### config.mk
export PLATFORM = sky130hd
export DESIGN_NAME = clk_mode_seq
export DESIGN_NICKNAME = d
export VERILOG_FILES = /design/src/rtl/clk_mode_pkg.sv /design/src/rtl/clk_mode_decode.sv /design/src/rtl/clk_hold_timer.sv /design/src/rtl/clk_aux_div.sv /design/src/rtl/clk_mode_seq.sv
export SDC_FILE = /design/constraint.sdc
export NUM_CORES = 1
export LEC_CHECK = 0
export ABC_AREA = 1
export BUFFER_PORTS_ARGS = -buffer_cell sky130_fd_sc_hd__buf_2
export CAP_MARGIN = 20
export CORE_ASPECT_RATIO = 1.5
export CORE_MARGIN = 10
export CORE_UTILIZATION = 55
export CTS_CLUSTER_DIAMETER = 120
export DETAILED_ROUTE_END_ITERATION = 8
export PLACE_DENSITY = 0.78
export SYNTH_ARGS = -nofsm -noshare
export SYNTH_HDL_FRONTEND = slang
export SYNTH_SLANG_ARGS = --single-unit
### constraint.sdc
create_clock -name clk_pri -period 1.7 [get_ports clk_pri]
set_input_delay 0.085 -clock clk_pri [delete_from_list [all_inputs] [get_ports clk_pri]]
set_output_delay 0.085 -clock clk_pri [all_outputs]
set_load 0.005 [all_outputs]
### src/rtl/clk_mode_pkg.sv
package clk_mode_pkg;

   typedef enum logic [2:0] {
      MODE_LOWPWR_XTAL  = 3'd0,
      MODE_XTAL         = 3'd1,
      MODE_FAST_XTAL    = 3'd2,
      MODE_RC           = 3'd3,
      MODE_EXTCLK_OUT   = 3'd4,
      MODE_EXTCLK_IO    = 3'd5,
      MODE_FAST_XTAL_X4 = 3'd6,
      MODE_RESERVED     = 3'd7
   } osc_mode_e;

   typedef enum logic [1:0] {
      SRC_PRI = 2'd0,
      SRC_PLL = 2'd1,
      SRC_SEC = 2'd2
   } clk_src_e;

   typedef struct packed {
      logic ext_clk;      // start-up wait applies
      logic pin_clkout;   // auxiliary pin carries divided clock
      logic pin_gpio;     // auxiliary pin released to I/O
      logic fb_on;        // crystal feedback driver on
      logic pll_allowed;  // PLL may be latched on
   } mode_ctl_t;

endpackage

### src/rtl/clk_mode_decode.sv
module clk_mode_decode
   import clk_mode_pkg::*;
(
   input  logic [2:0] cfg,
   output mode_ctl_t  ctl
);

   always_comb begin
      ctl = '0;
      ctl.fb_on = 1'b1;
      case (osc_mode_e'(cfg))
         MODE_EXTCLK_OUT: begin
            ctl.ext_clk    = 1'b1;
            ctl.pin_clkout = 1'b1;
            ctl.fb_on      = 1'b0;
         end
         MODE_EXTCLK_IO: begin
            ctl.ext_clk  = 1'b1;
            ctl.pin_gpio = 1'b1;
            ctl.fb_on    = 1'b0;
         end
         MODE_FAST_XTAL_X4: ctl.pll_allowed = 1'b1;
         default: ctl.fb_on = 1'b1;
      endcase
   end

endmodule

### src/rtl/clk_hold_timer.sv
module clk_hold_timer #(
   parameter int LEN = 16
) (
   input  logic clk,
   input  logic rst_n,
   input  logic start,
   input  logic freeze,
   output logic busy
);

   localparam int W = $clog2(LEN + 1);
   localparam logic [W-1:0] LOAD = W'(LEN);

   logic [W-1:0] cnt;

   always_ff @(posedge clk or negedge rst_n) begin
      if (!rst_n)
         cnt <= '0;
      else if (start)
         cnt <= LOAD;
      else if (!freeze && cnt != '0)
         cnt <= cnt - 1'b1;
   end

   assign busy = (cnt != '0);

endmodule

### src/rtl/clk_aux_div.sv
module clk_aux_div #(
   parameter int DIV = 4
) (
   input  logic clk,
   input  logic rst_n,
   input  logic freeze,
   output logic div_out
);

   localparam int W = (DIV > 2) ? $clog2(DIV) : 1;

   logic [W-1:0] phase;

   always_ff @(posedge clk or negedge rst_n) begin
      if (!rst_n)
         phase <= '0;
      else if (!freeze)
         phase <= phase + 1'b1;
   end

   assign div_out = phase[W-1];

endmodule

### src/rtl/clk_mode_seq.sv
module clk_mode_seq
   import clk_mode_pkg::*;
#(
   parameter int LOCK_CYCLES    = 2048,
   parameter int STARTUP_CYCLES = 15,
   parameter int CLKOUT_DIV     = 4
) (
   input  logic       clk_pri,
   input  logic       por_n,
   input  logic [2:0] osc_cfg,
   input  logic       use_sec,
   input  logic       sleep_req,
   input  logic       clk_pll,
   input  logic       clk_sec,
   output logic       sys_clk,
   output logic [1:0] clk_sel,
   output logic       pll_en,
   output logic       fb_en,
   output logic       aux_pin_clkout_en,
   output logic       aux_pin_clkout,
   output logic       aux_pin_gpio_en,
   output logic       run_enable
);

   generate
      if (LOCK_CYCLES < 1) begin : g_bad_lock
         $error("LOCK_CYCLES must be at least 1");
      end
      if (STARTUP_CYCLES < 1) begin : g_bad_startup
         $error("STARTUP_CYCLES must be at least 1");
      end
      if (CLKOUT_DIV < 2 || (CLKOUT_DIV & (CLKOUT_DIV - 1)) != 0) begin : g_bad_div
         $error("CLKOUT_DIV must be a power of two of at least 2");
      end
   endgenerate

   mode_ctl_t ctl;
   clk_src_e  src;
   logic      boot_q, arm_q, pll_q, sleep_q;
   logic      load, lock_start, su_start;
   logic      lock_busy, su_busy, div_out;

   clk_mode_decode u_decode (
      .cfg (osc_cfg),
      .ctl (ctl)
   );

   // PLL enable latch: refreshed only after reset or a return from the secondary source
   assign load = arm_q && !use_sec;

   always_ff @(posedge clk_pri or negedge por_n) begin
      if (!por_n) begin
         boot_q  <= 1'b1;
         arm_q   <= 1'b1;
         pll_q   <= 1'b0;
         sleep_q <= 1'b0;
      end else begin
         boot_q  <= 1'b0;
         sleep_q <= sleep_req;
         if (use_sec)
            arm_q <= 1'b1;
         else if (arm_q) begin
            arm_q <= 1'b0;
            pll_q <= ctl.pll_allowed;
         end
      end
   end

   assign lock_start = load && ctl.pll_allowed;
   assign su_start   = ctl.ext_clk && (boot_q || (sleep_q && !sleep_req));

   clk_hold_timer #(.LEN(LOCK_CYCLES)) u_lock_timer (
      .clk    (clk_pri),
      .rst_n  (por_n),
      .start  (lock_start),
      .freeze (sleep_req),
      .busy   (lock_busy)
   );

   clk_hold_timer #(.LEN(STARTUP_CYCLES)) u_startup_timer (
      .clk    (clk_pri),
      .rst_n  (por_n),
      .start  (su_start),
      .freeze (sleep_req),
      .busy   (su_busy)
   );

   clk_aux_div #(.DIV(CLKOUT_DIV)) u_aux_div (
      .clk     (clk_pri),
      .rst_n   (por_n),
      .freeze  (sleep_req),
      .div_out (div_out)
   );

   always_comb begin
      if (use_sec)
         src = SRC_SEC;
      else if (pll_q)
         src = SRC_PLL;
      else
         src = SRC_PRI;
   end

   always_comb begin
      case (src)
         SRC_SEC: sys_clk = clk_sec;
         SRC_PLL: sys_clk = clk_pll;
         default: sys_clk = clk_pri;
      endcase
   end

   assign clk_sel           = src;
   assign pll_en            = pll_q;
   assign fb_en             = ctl.fb_on;
   assign aux_pin_clkout_en = ctl.pin_clkout;
   assign aux_pin_clkout    = ctl.pin_clkout & div_out;
   assign aux_pin_gpio_en   = ctl.pin_gpio;
   assign run_enable        = !boot_q && !sleep_req && !sleep_q && !su_busy && !lock_busy;

endmodule

== Yosys cells after proc, flatten, opt, wreduce, memory -nomap -nowiden ==
Index checks and enable logic that the tools add are counted.

* Memories kept: 0
* ROM bits: 0
* Flip-flop bits (word level): 22
* Latch bits: 0
* Logic and storage cells: 53
* RAM bits: 0

* $mul: 0
* Reductions and logical operators: 23
* Shift-type cells: 0
* Bitwise gates (word level): 2
* Div/mod/pow operators: 0
* Equality and inequality tests: 5
* Muxes and demuxes: 13
* Magnitude comparators: 0
* $add $sub $neg: 3

{| class="wikitable"
|+ Operator list
! operator !! count
|-
| 12-bit 2-to-1 mux || 2
|-
| 12-bit nonzero test || 1
|-
| 12-bit by 1-bit subtractor with 12-bit output (second input constant) || 1
|-
| 1-bit logical AND || 10
|-
| 3-bit equality test (second input constant) || 3
|-
| 4-bit 2-to-1 mux || 2
|-
| 1-bit 2-to-1 mux || 7
|-
| 1-bit zero test || 6
|-
| 2-bit nonzero test || 2
|-
| 4-bit nonzero test || 1
|-
| 4-bit by 1-bit subtractor with 4-bit output (second input constant) || 1
|-
| 2-bit by 1-bit adder with 2-bit output (second input constant) || 1
|-
| 2-bit by 1-bit equality test with 1-bit output (second input constant) || 1
|-
| 2-bit equality test (second input constant) || 1
|-
| 2-bit 2-to-1 mux || 1
|-
| 1-bit one-hot mux with 2 select lines || 1
|-
| 2-bit AND reduction || 1
|-
| 2-bit OR reduction || 1
|-
| 1-bit AND || 1
|-
| 1-bit logical OR || 1
|-
| 1-bit inverter || 1
|}

== Longest topological paths before layout ==
Gate-level depths: netlist of run 1.

* Depth after elaboration: 5
* Mapped depth: 10
* Gate-level depth less buffers: 10

== By module ==
From an unflattened synthesis of run 1, not the netlist that was laid out.

* Cells, all modules: 192
* Area, all modules: 1373.8 um2

{| class="wikitable"
|+ Modules (own cells, without submodules)
! module !! cells an instance !! area each (um2) !! seq. area each (um2) !! instances
|-
| clk_hold_timer (u_lock_timer) || 112 || 774.5 || 300.3 || 1
|-
| clk_hold_timer (u_startup_timer) || 32 || 264.0 || 100.1 || 1
|-
| clk_mode_seq || 30 || 211.5 || 102.6 || 1
|-
| clk_aux_div || 9 || 82.6 || 50.0 || 1
|-
| clk_mode_decode || 9 || 41.3 || 0.0 || 1
|}

==> impl_results.md, run 1 <==
* Largest net degree at the start of global routing at 23
* Top cells by count, synth: 49 x nand2_1, 20 x dfrtp_1, 20 x inv_1, 16 x nand3_1, 16 x nor2_1
* Number of synthesized register bits at 22
* Worst-path clk slew at 120 ps
* Synth Area per Inst at roughly 7.6 um^2
* Failing checks: setup timing
* Post-Syn Nets at 176
* WL final at 3.05 mm
* Unique masters post-synth at 27
* RR Endpoint: u_lock_timer.cnt[7]
* Setup TNS at -16.8 ps
* Initial DRC count at 44
* DR vias/cell at 5.45
* Final core utilization at 0.707
* Initial Utilization at 0.564
* Fmax at 0.582 GHz
* Ys Warns at 0
* Worst R2R Start: u_lock_timer.cnt[2]
* Max-Cap Viols at 0
* Tcrit/Tclk final at 1.01
* Die W at just under 60 um
* Die Y at 78.3 um
* Power density over the cells at 1500 nW/um^2
* Cell count after synthesis at roughly 160
* Filler Cells Inserted at 166
* Crit path launch: u_lock_timer.cnt[1]
* Worst R2R Path Depth at 7
* RSZ-0062 raised after global routing: yes
* Most numerous cell in the Yosys netlist: nand2_1
* Fin. Hold Viols at 0
* Number of global-route vias before repair at ~1300
* Detailed placement HPWL at 2.08 mm
* Synthesis-to-layout area growth at 25.3%
* Area contributors post-synth: dfrtp_1 40%, nand2_1 15%, nand3_1 6.4%, inv_1 6.0%, nor2_1 4.8%
* Top FF cell, synth: dfrtp_1
* Routability Congestion at 0.856
* Final worst-path setup slack at -16.8 ps
* Die ar. at 4610 um^2
* Crit-path max FO at 3
* Post-Syn Area at 1240 um^2
* Non-Filler Instances at approximately 220
* Number of diodes at 0
* Met3 wire length at 176 um
* Core Region at 2210 um^2
* Placed cell count at 203
* Via count at ~1200
* GRT overflow at 0
* Status: finished, violations left
* Fraction of layout cells with a size suffix above 1 at 0.261
* Pleak at 0.838 nW
* Crit path time final at 1720 ps
* Clk Latency, worst-skew pair at 420 ps
* GRT Resource Usage Total at 0.145
* Metal2 WL at 1.57 mm
* EDFF count, synth at 0
* Final Max Slew Viols at 0
* Worst Path Arrival at 1630 ps
* Total power at 2.35 mW
* Top Layer Used: met4
* Kind of end point of the critical path: primary output
* Top cell type's share of synthesized area at 0.402
* Synth area leader: dfrtp_1
* Initial antenna violation count at 0
* Ys async rst share at 1.00
* First-pass DRT Iterations at 4
* R2r setup slk at 160 ps
* Final setup vio count at 1
* Nets at 212
* Worst EP required at ~1600 ps
* Final routed DRC violation total at 0
* DRT antenna net count at 0
* Fin Clk Skew at 2.47 ps
* Sequential fraction of the synthesis area at 0.444
* Wl on met1 at 1.18 mm
* CTS tree: built
* Port Buffers at 17
* FP Rows at 21
* Crit path launch type: flip-flop
* Kind of critical path: reg2out
* Max IR drop VDD at 0.000770 V
* First-pass GRT wire length at 5.30 mm
* Setup crit end: run_enable
* Routed wire per std cell at roughly 14 um
* Worst Hold Class: in2reg
* # IOs at 18
[sequential cells by signal, indices dropped and copies added (netlist names)]
register,flops
u_startup_timer.cnt,4
sleep_q,1
arm_q,1
boot_q,1
pll_en,1
u_aux_div.phase,2
u_lock_timer.cnt,12
[repair_timing]
item                       4_1_cts  5_1_grt
hold buffers                     3        0
hold endpoints to repair        25        0
gates resized for setup          5       10
buffers inserted                 8        2
pin swaps                        3        1
setup endpoints to repair        2       12
[through the flow]
stage | area, um^2 | setup slack (ps) | hold slack, ps
2_1_floorplan | 1240 | 315 | -211
3_3_place_gp | 1350 | 75.6 | 69.9
3_5_place_dp | 1350 | 17.9 | 77.8
4_1_cts | 1500 | -8.87 | 115
5_1_grt | 1560 | -121 | 147
6_report | 1560 | -16.8 | 106
[worst min-delay path by stage]
stage	from	end	cells past startpoint	slack [ps]
after floorplan	por_n	pll_en	0	-210
after global placement	por_n	u_lock_timer.cnt[2]	1	70
after detailed placement	por_n	u_lock_timer.cnt[3]	1	80
after CTS	osc_cfg[1]	u_startup_timer.cnt[0]	4	120
after global routing	osc_cfg[1]	u_startup_timer.cnt[2]	4	150
final	osc_cfg[1]	u_startup_timer.cnt[0]	4	110
[area by class of cell]
type                       count  area (um^2)  area share
clock buffer                   7         46.3      0.0297
inverter                      21         80.1      0.0513
multi-input combinational    118          651       0.417
sequential                    22          554       0.355
tap                           23         28.8      0.0184
timing repair buffer          31          200       0.128
[power breakdown]
part	switching [mW]	total, mW	internal [mW]
sequential	0.157	0.865	0.708
clock	0.189	0.375	0.185
combinational	0.622	1.11	0.483
total	0.969	2.35	1.38
[layer usage]
metal	global-route usage	up-vias
met5	0	-
met4	0.115	0
met3	0.0580	14
met2	0.232	46
met1	0.143	556
li1	-	594
[cells by family after synthesis]
family	after synthesis	synth area share
AND/OR/NAND/NOR	99	0.352
XOR/XNOR	6	0.0422
buffers and inverters	24	0.0804
AO/OA/AOI/OAI	9	0.0482
flip-flops	22	0.444
other	1	0.00301
adder cells (fa/ha/maj)	3	0.0302
[placed cells by master (no fill, tap or decap), types with 2 or more instances in the layout]
master,n
nand3_1,15
nor2_4,3
xor2_1,5
o21ai_0,2
clkbuf_4,5
o211ai_1,2
nor2_2,3
nand4_1,7
dlygate4sd3_1,3
dfrtp_1,19
dfstp_2,2
buf_2,17
nor3_1,2
nor2_1,13
buf_4,12
nand3b_1,2
o21bai_1,2
nand2_1,49
ha_1,2
inv_1,19
[worst max-delay path, stage by stage (launching register included)]
cell and delay, ps:
dfrtp_1 420, inv_2 70, ha_1 130, nand2_1 60, nor2_2 130, nand2_1 90, nor4_2 150, buf_2 160
Power figures use the tool's default switching activity.
==> inputs of run 2 (changes only) <==
--- a/config.mk
+++ b/config.mk
@@ -7,13 +7,13 @@
 export LEC_CHECK = 0
 export ABC_AREA = 1
 export BUFFER_PORTS_ARGS = -buffer_cell sky130_fd_sc_hd__buf_2
-export CAP_MARGIN = 20
 export CORE_ASPECT_RATIO = 1.5
 export CORE_MARGIN = 10
-export CORE_UTILIZATION = 55
+export CORE_UTILIZATION = 56
 export CTS_CLUSTER_DIAMETER = 120
 export DETAILED_ROUTE_END_ITERATION = 8
-export PLACE_DENSITY = 0.78
+export PLACE_DENSITY = 0.79
 export SYNTH_ARGS = -nofsm -noshare
 export SYNTH_HDL_FRONTEND = slang
+export SYNTH_HIERARCHICAL = 1
 export SYNTH_SLANG_ARGS = --single-unit
==> impl_results.md, run 2 <==
* Post-Syn Nets at 204 (+16%)
* Number of diodes at 0 (unchanged)
* GRT Resource Usage Total at 0.162 (+0.0163)
* Fraction of layout cells with a size suffix above 1 at 0.312 (+0.0509)
* Max FFs per register at 12 (unchanged)
* Routability Congestion at 0.903 (+5.4%)
* GRT overflow at 0 (unchanged)
* Fin Clk Skew at 3.19 ps (+0.727 ps)
* Synth Area per Inst at 7.16 um^2 (-5.7%)
* Top cell type's share of synthesized area at 0.364 (-0.0377)
* Worst-path clk slew at 130 ps (about the same)
* Number of synthesized register bits at 22 (unchanged)
* Nets at 250 (+18%)
* Final setup vio count at 0 (-1)
* Ys async rst share at 1.00 (unchanged)
* Sequential fraction of the synthesis area at 0.403 (-0.0417)
* Fin. Hold Viols at 0 (unchanged)
* Top FF cell, synth: dfrtp_1
* Initial DRC count at 113 (+160%)
* Slowest stage cell, crit path: dfrtp_1
* Filler Cells Inserted at 164 (-1.2%)
* Synth area leader: dfrtp_1
* Max IR drop VDD at 0.00108 V (+40%)
* Kind of end point of the critical path: primary output
* Non-Filler Instances at 260 (+17%)
* Final Max Slew Viols at 0 (unchanged)
* Worst Hold Class: in2reg
* DP Area at 1500 um^2 (+11%)
* CP Cell Sequence: inv_2 > ha_4 > nand3_4 > nor2_4 > nand2_2 > inv_2 > nand2_1 > nor2_1 > buf_2
* Crit-path max FO at 3 (unchanged)
* First-pass GRT wire length at 6.01 mm (+13%)
* Top cells by count, synth: 59 x nand2_1, 26 x inv_1, 24 x nor2_1, 20 x dfrtp_1, 19 x nand3_1
* Hold slack at 37.6 ps (-68.2 ps)
* Commonest non-fill, non-tap cell in the layout: nand2_1
* Clk Latency, worst-skew pair at 430 ps (about the same)
* Max-Cap Viols at 0 (unchanged)
* FP Rows at 21 (unchanged)
* Unique masters post-synth at 27 (unchanged)
* # IOs at 18 (unchanged)
* Port Buffers at 17 (unchanged)
* CP bufs+invs at 3 (+1)
* Power density over the cells at 1680 nW/um^2 (+12%)
* Crit path launch type: flip-flop
* CTS tree: built
* Most numerous cell in the Yosys netlist: nand2_1
* Placed cell count at 234 (+15%)
* Via count at 1441 (+19%)
* Initial Utilization at 0.601 (+0.0369)
* Synthesis-to-layout area growth at 29.7%
* Final core utilization at 0.779 (+0.0725)
* Initial antenna violation count at 0 (unchanged)
* Fmax at 0.589 GHz (+1.1%)
* Worst EP required at 1620 ps (about the same)
* DR vias/cell at 5.54 (+1.7%)
* Die ar. at 4880 um^2 (+5.8%)
* Ys Warns at 6 (+6)
* Top flop regs: u_lock_timer/cnt (12), u_startup_timer/cnt (4), u_aux_div/phase (2)
* Post-Syn Area at 1370 um^2 (+10%)
* Number of global-route vias before repair at 1327 (+3.1%)
* Worst path top cell family by delay: flip-flops
* Largest net degree at the start of global routing at 23 (unchanged)
* Setup TNS at 0 ps (+16.8 ps)
* RSZ-0062 raised after global routing: yes
* First-pass DRT Iterations at 4 (unchanged)
* Final worst-path setup slack at 2.37 ps (+19.1 ps)
* EDFF count, synth at 0 (unchanged)
* Most frequent cells in the layout: 58 x nand2_1, 22 x inv_1, 20 x nor2_1
* Detailed placement HPWL at 2.43 mm (+17%)
* Post-layout instance area at 1780 um^2 (+14%)
* Pleak at 0.997 nW (+19%)
* Total power at 3.00 mW (+28%)
* Die Y at 80.7 um (+3.1%)
* Cell count after synthesis at 192 (+17%)
* Most frequent cell on the critical path: inv_2
* Core Region at 2290 um^2 (+3.6%)
* Kind of critical path: reg2out
* WL final at 3.70 mm (+21%)
* Final routed DRC violation total at 0 (unchanged)
* Routed wire per std cell at 14.2 um (+3.5%)
* Area contributors post-synth: dfrtp_1 36%, nand2_1 16%, inv_1 7.1%, nand3_1 6.9%, nor2_1 6.6%
* Tcrit/Tclk final at 0.999 (-0.0112)
* Crit path time final at 1700 ps (-19.1 ps)
* Setup WS pre-CTS at 249 ps (+231 ps)
* Slowest stage delay, CP at 420 ps (about the same)
* Die W at 60.4 um (+2.7%)
* DRT antenna net count at 0 (unchanged)
* Top reg by flops: u_lock_timer/cnt
* Status: completed
* Worst Path Arrival at 1610 ps (-20 ps)
[run 2: routing by layer]
metal | wire (um) | vias up | GRT usage | share of wire
met5 | 0 | - | 0 | 0
met3 | 296 | 21 | 0.0567 | 0.080
met1 | 1310 | 655 | 0.159 | 0.35
met2 | 1890 | 79 | 0.270 | 0.51
li1 | - | 686 | - | -
met4 | 198 | 0 | 0.115 | 0.054
[run 2: final timing paths]
| check | from | endpoint | slack (ps) | cells after the start |
|---|---|---|---|---|
| max reg2reg | u_lock_timer/cnt[10] | u_lock_timer/cnt[5] | 160 | 7 |
| min in group asynchronous | por_n | pll_en | 140 | 2 |
| min reg2reg | u_startup_timer/cnt[0] | u_startup_timer/cnt[0] | 520 | 2 |
| max in group asynchronous | por_n | u_lock_timer/cnt[5] | 1210 | 2 |
| min | osc_cfg[1] | pll_en | 40 | 5 |
| max | u_lock_timer/cnt[0] | run_enable | 2 | 9 |
[run 2: power breakdown]
part	switching, mW	total (mW)	internal (mW)
sequential	0.196	0.923	0.727
combinational	0.873	1.54	0.670
clock	0.208	0.536	0.328
total	1.28	3.00	1.72
[run 2: logic make-up (layout without fill, tap and decap cells)]
family | count (synthesis) | in the layout | share of synthesized area
compound gates | 9 | 9 | 0.0446
fa+ha+maj | 3 | 3 | 0.0273
buf+inv | 33 | 78 | 0.0947
xor+xnor | 5 | 5 | 0.0319
flops | 22 | 22 | 0.403
simple gates | 119 | 119 | 0.396
other cells | 1 | 1 | 0.00273
[run 2: cell type report]
class	count	area, um^2	share of cell area
Clock inverter	1	30.0	0.0169
Clock buffer	7	50.0	0.0281
Multi-Input combinational cell	137	741	0.416
Tap cell	23	28.8	0.0162
Sequential cell	22	554	0.311
Timing Repair Buffer	38	255	0.143
Inverter	32	123	0.0688
[run 2: what timing repair did]
action	in CTS	in global routing
pin swaps	3	1
buffers inserted	7	8
endpoints found under the hold margin	26	0
hold buffers	4	0
endpoints found under the setup margin	1	1
gates resized for setup	10	6
gates cloned	0	0
[run 2: tightest hold or removal path, delay by kind of cell]
family	cells	cell delay, ps
simple gates	3	190
buf+inv	2	160
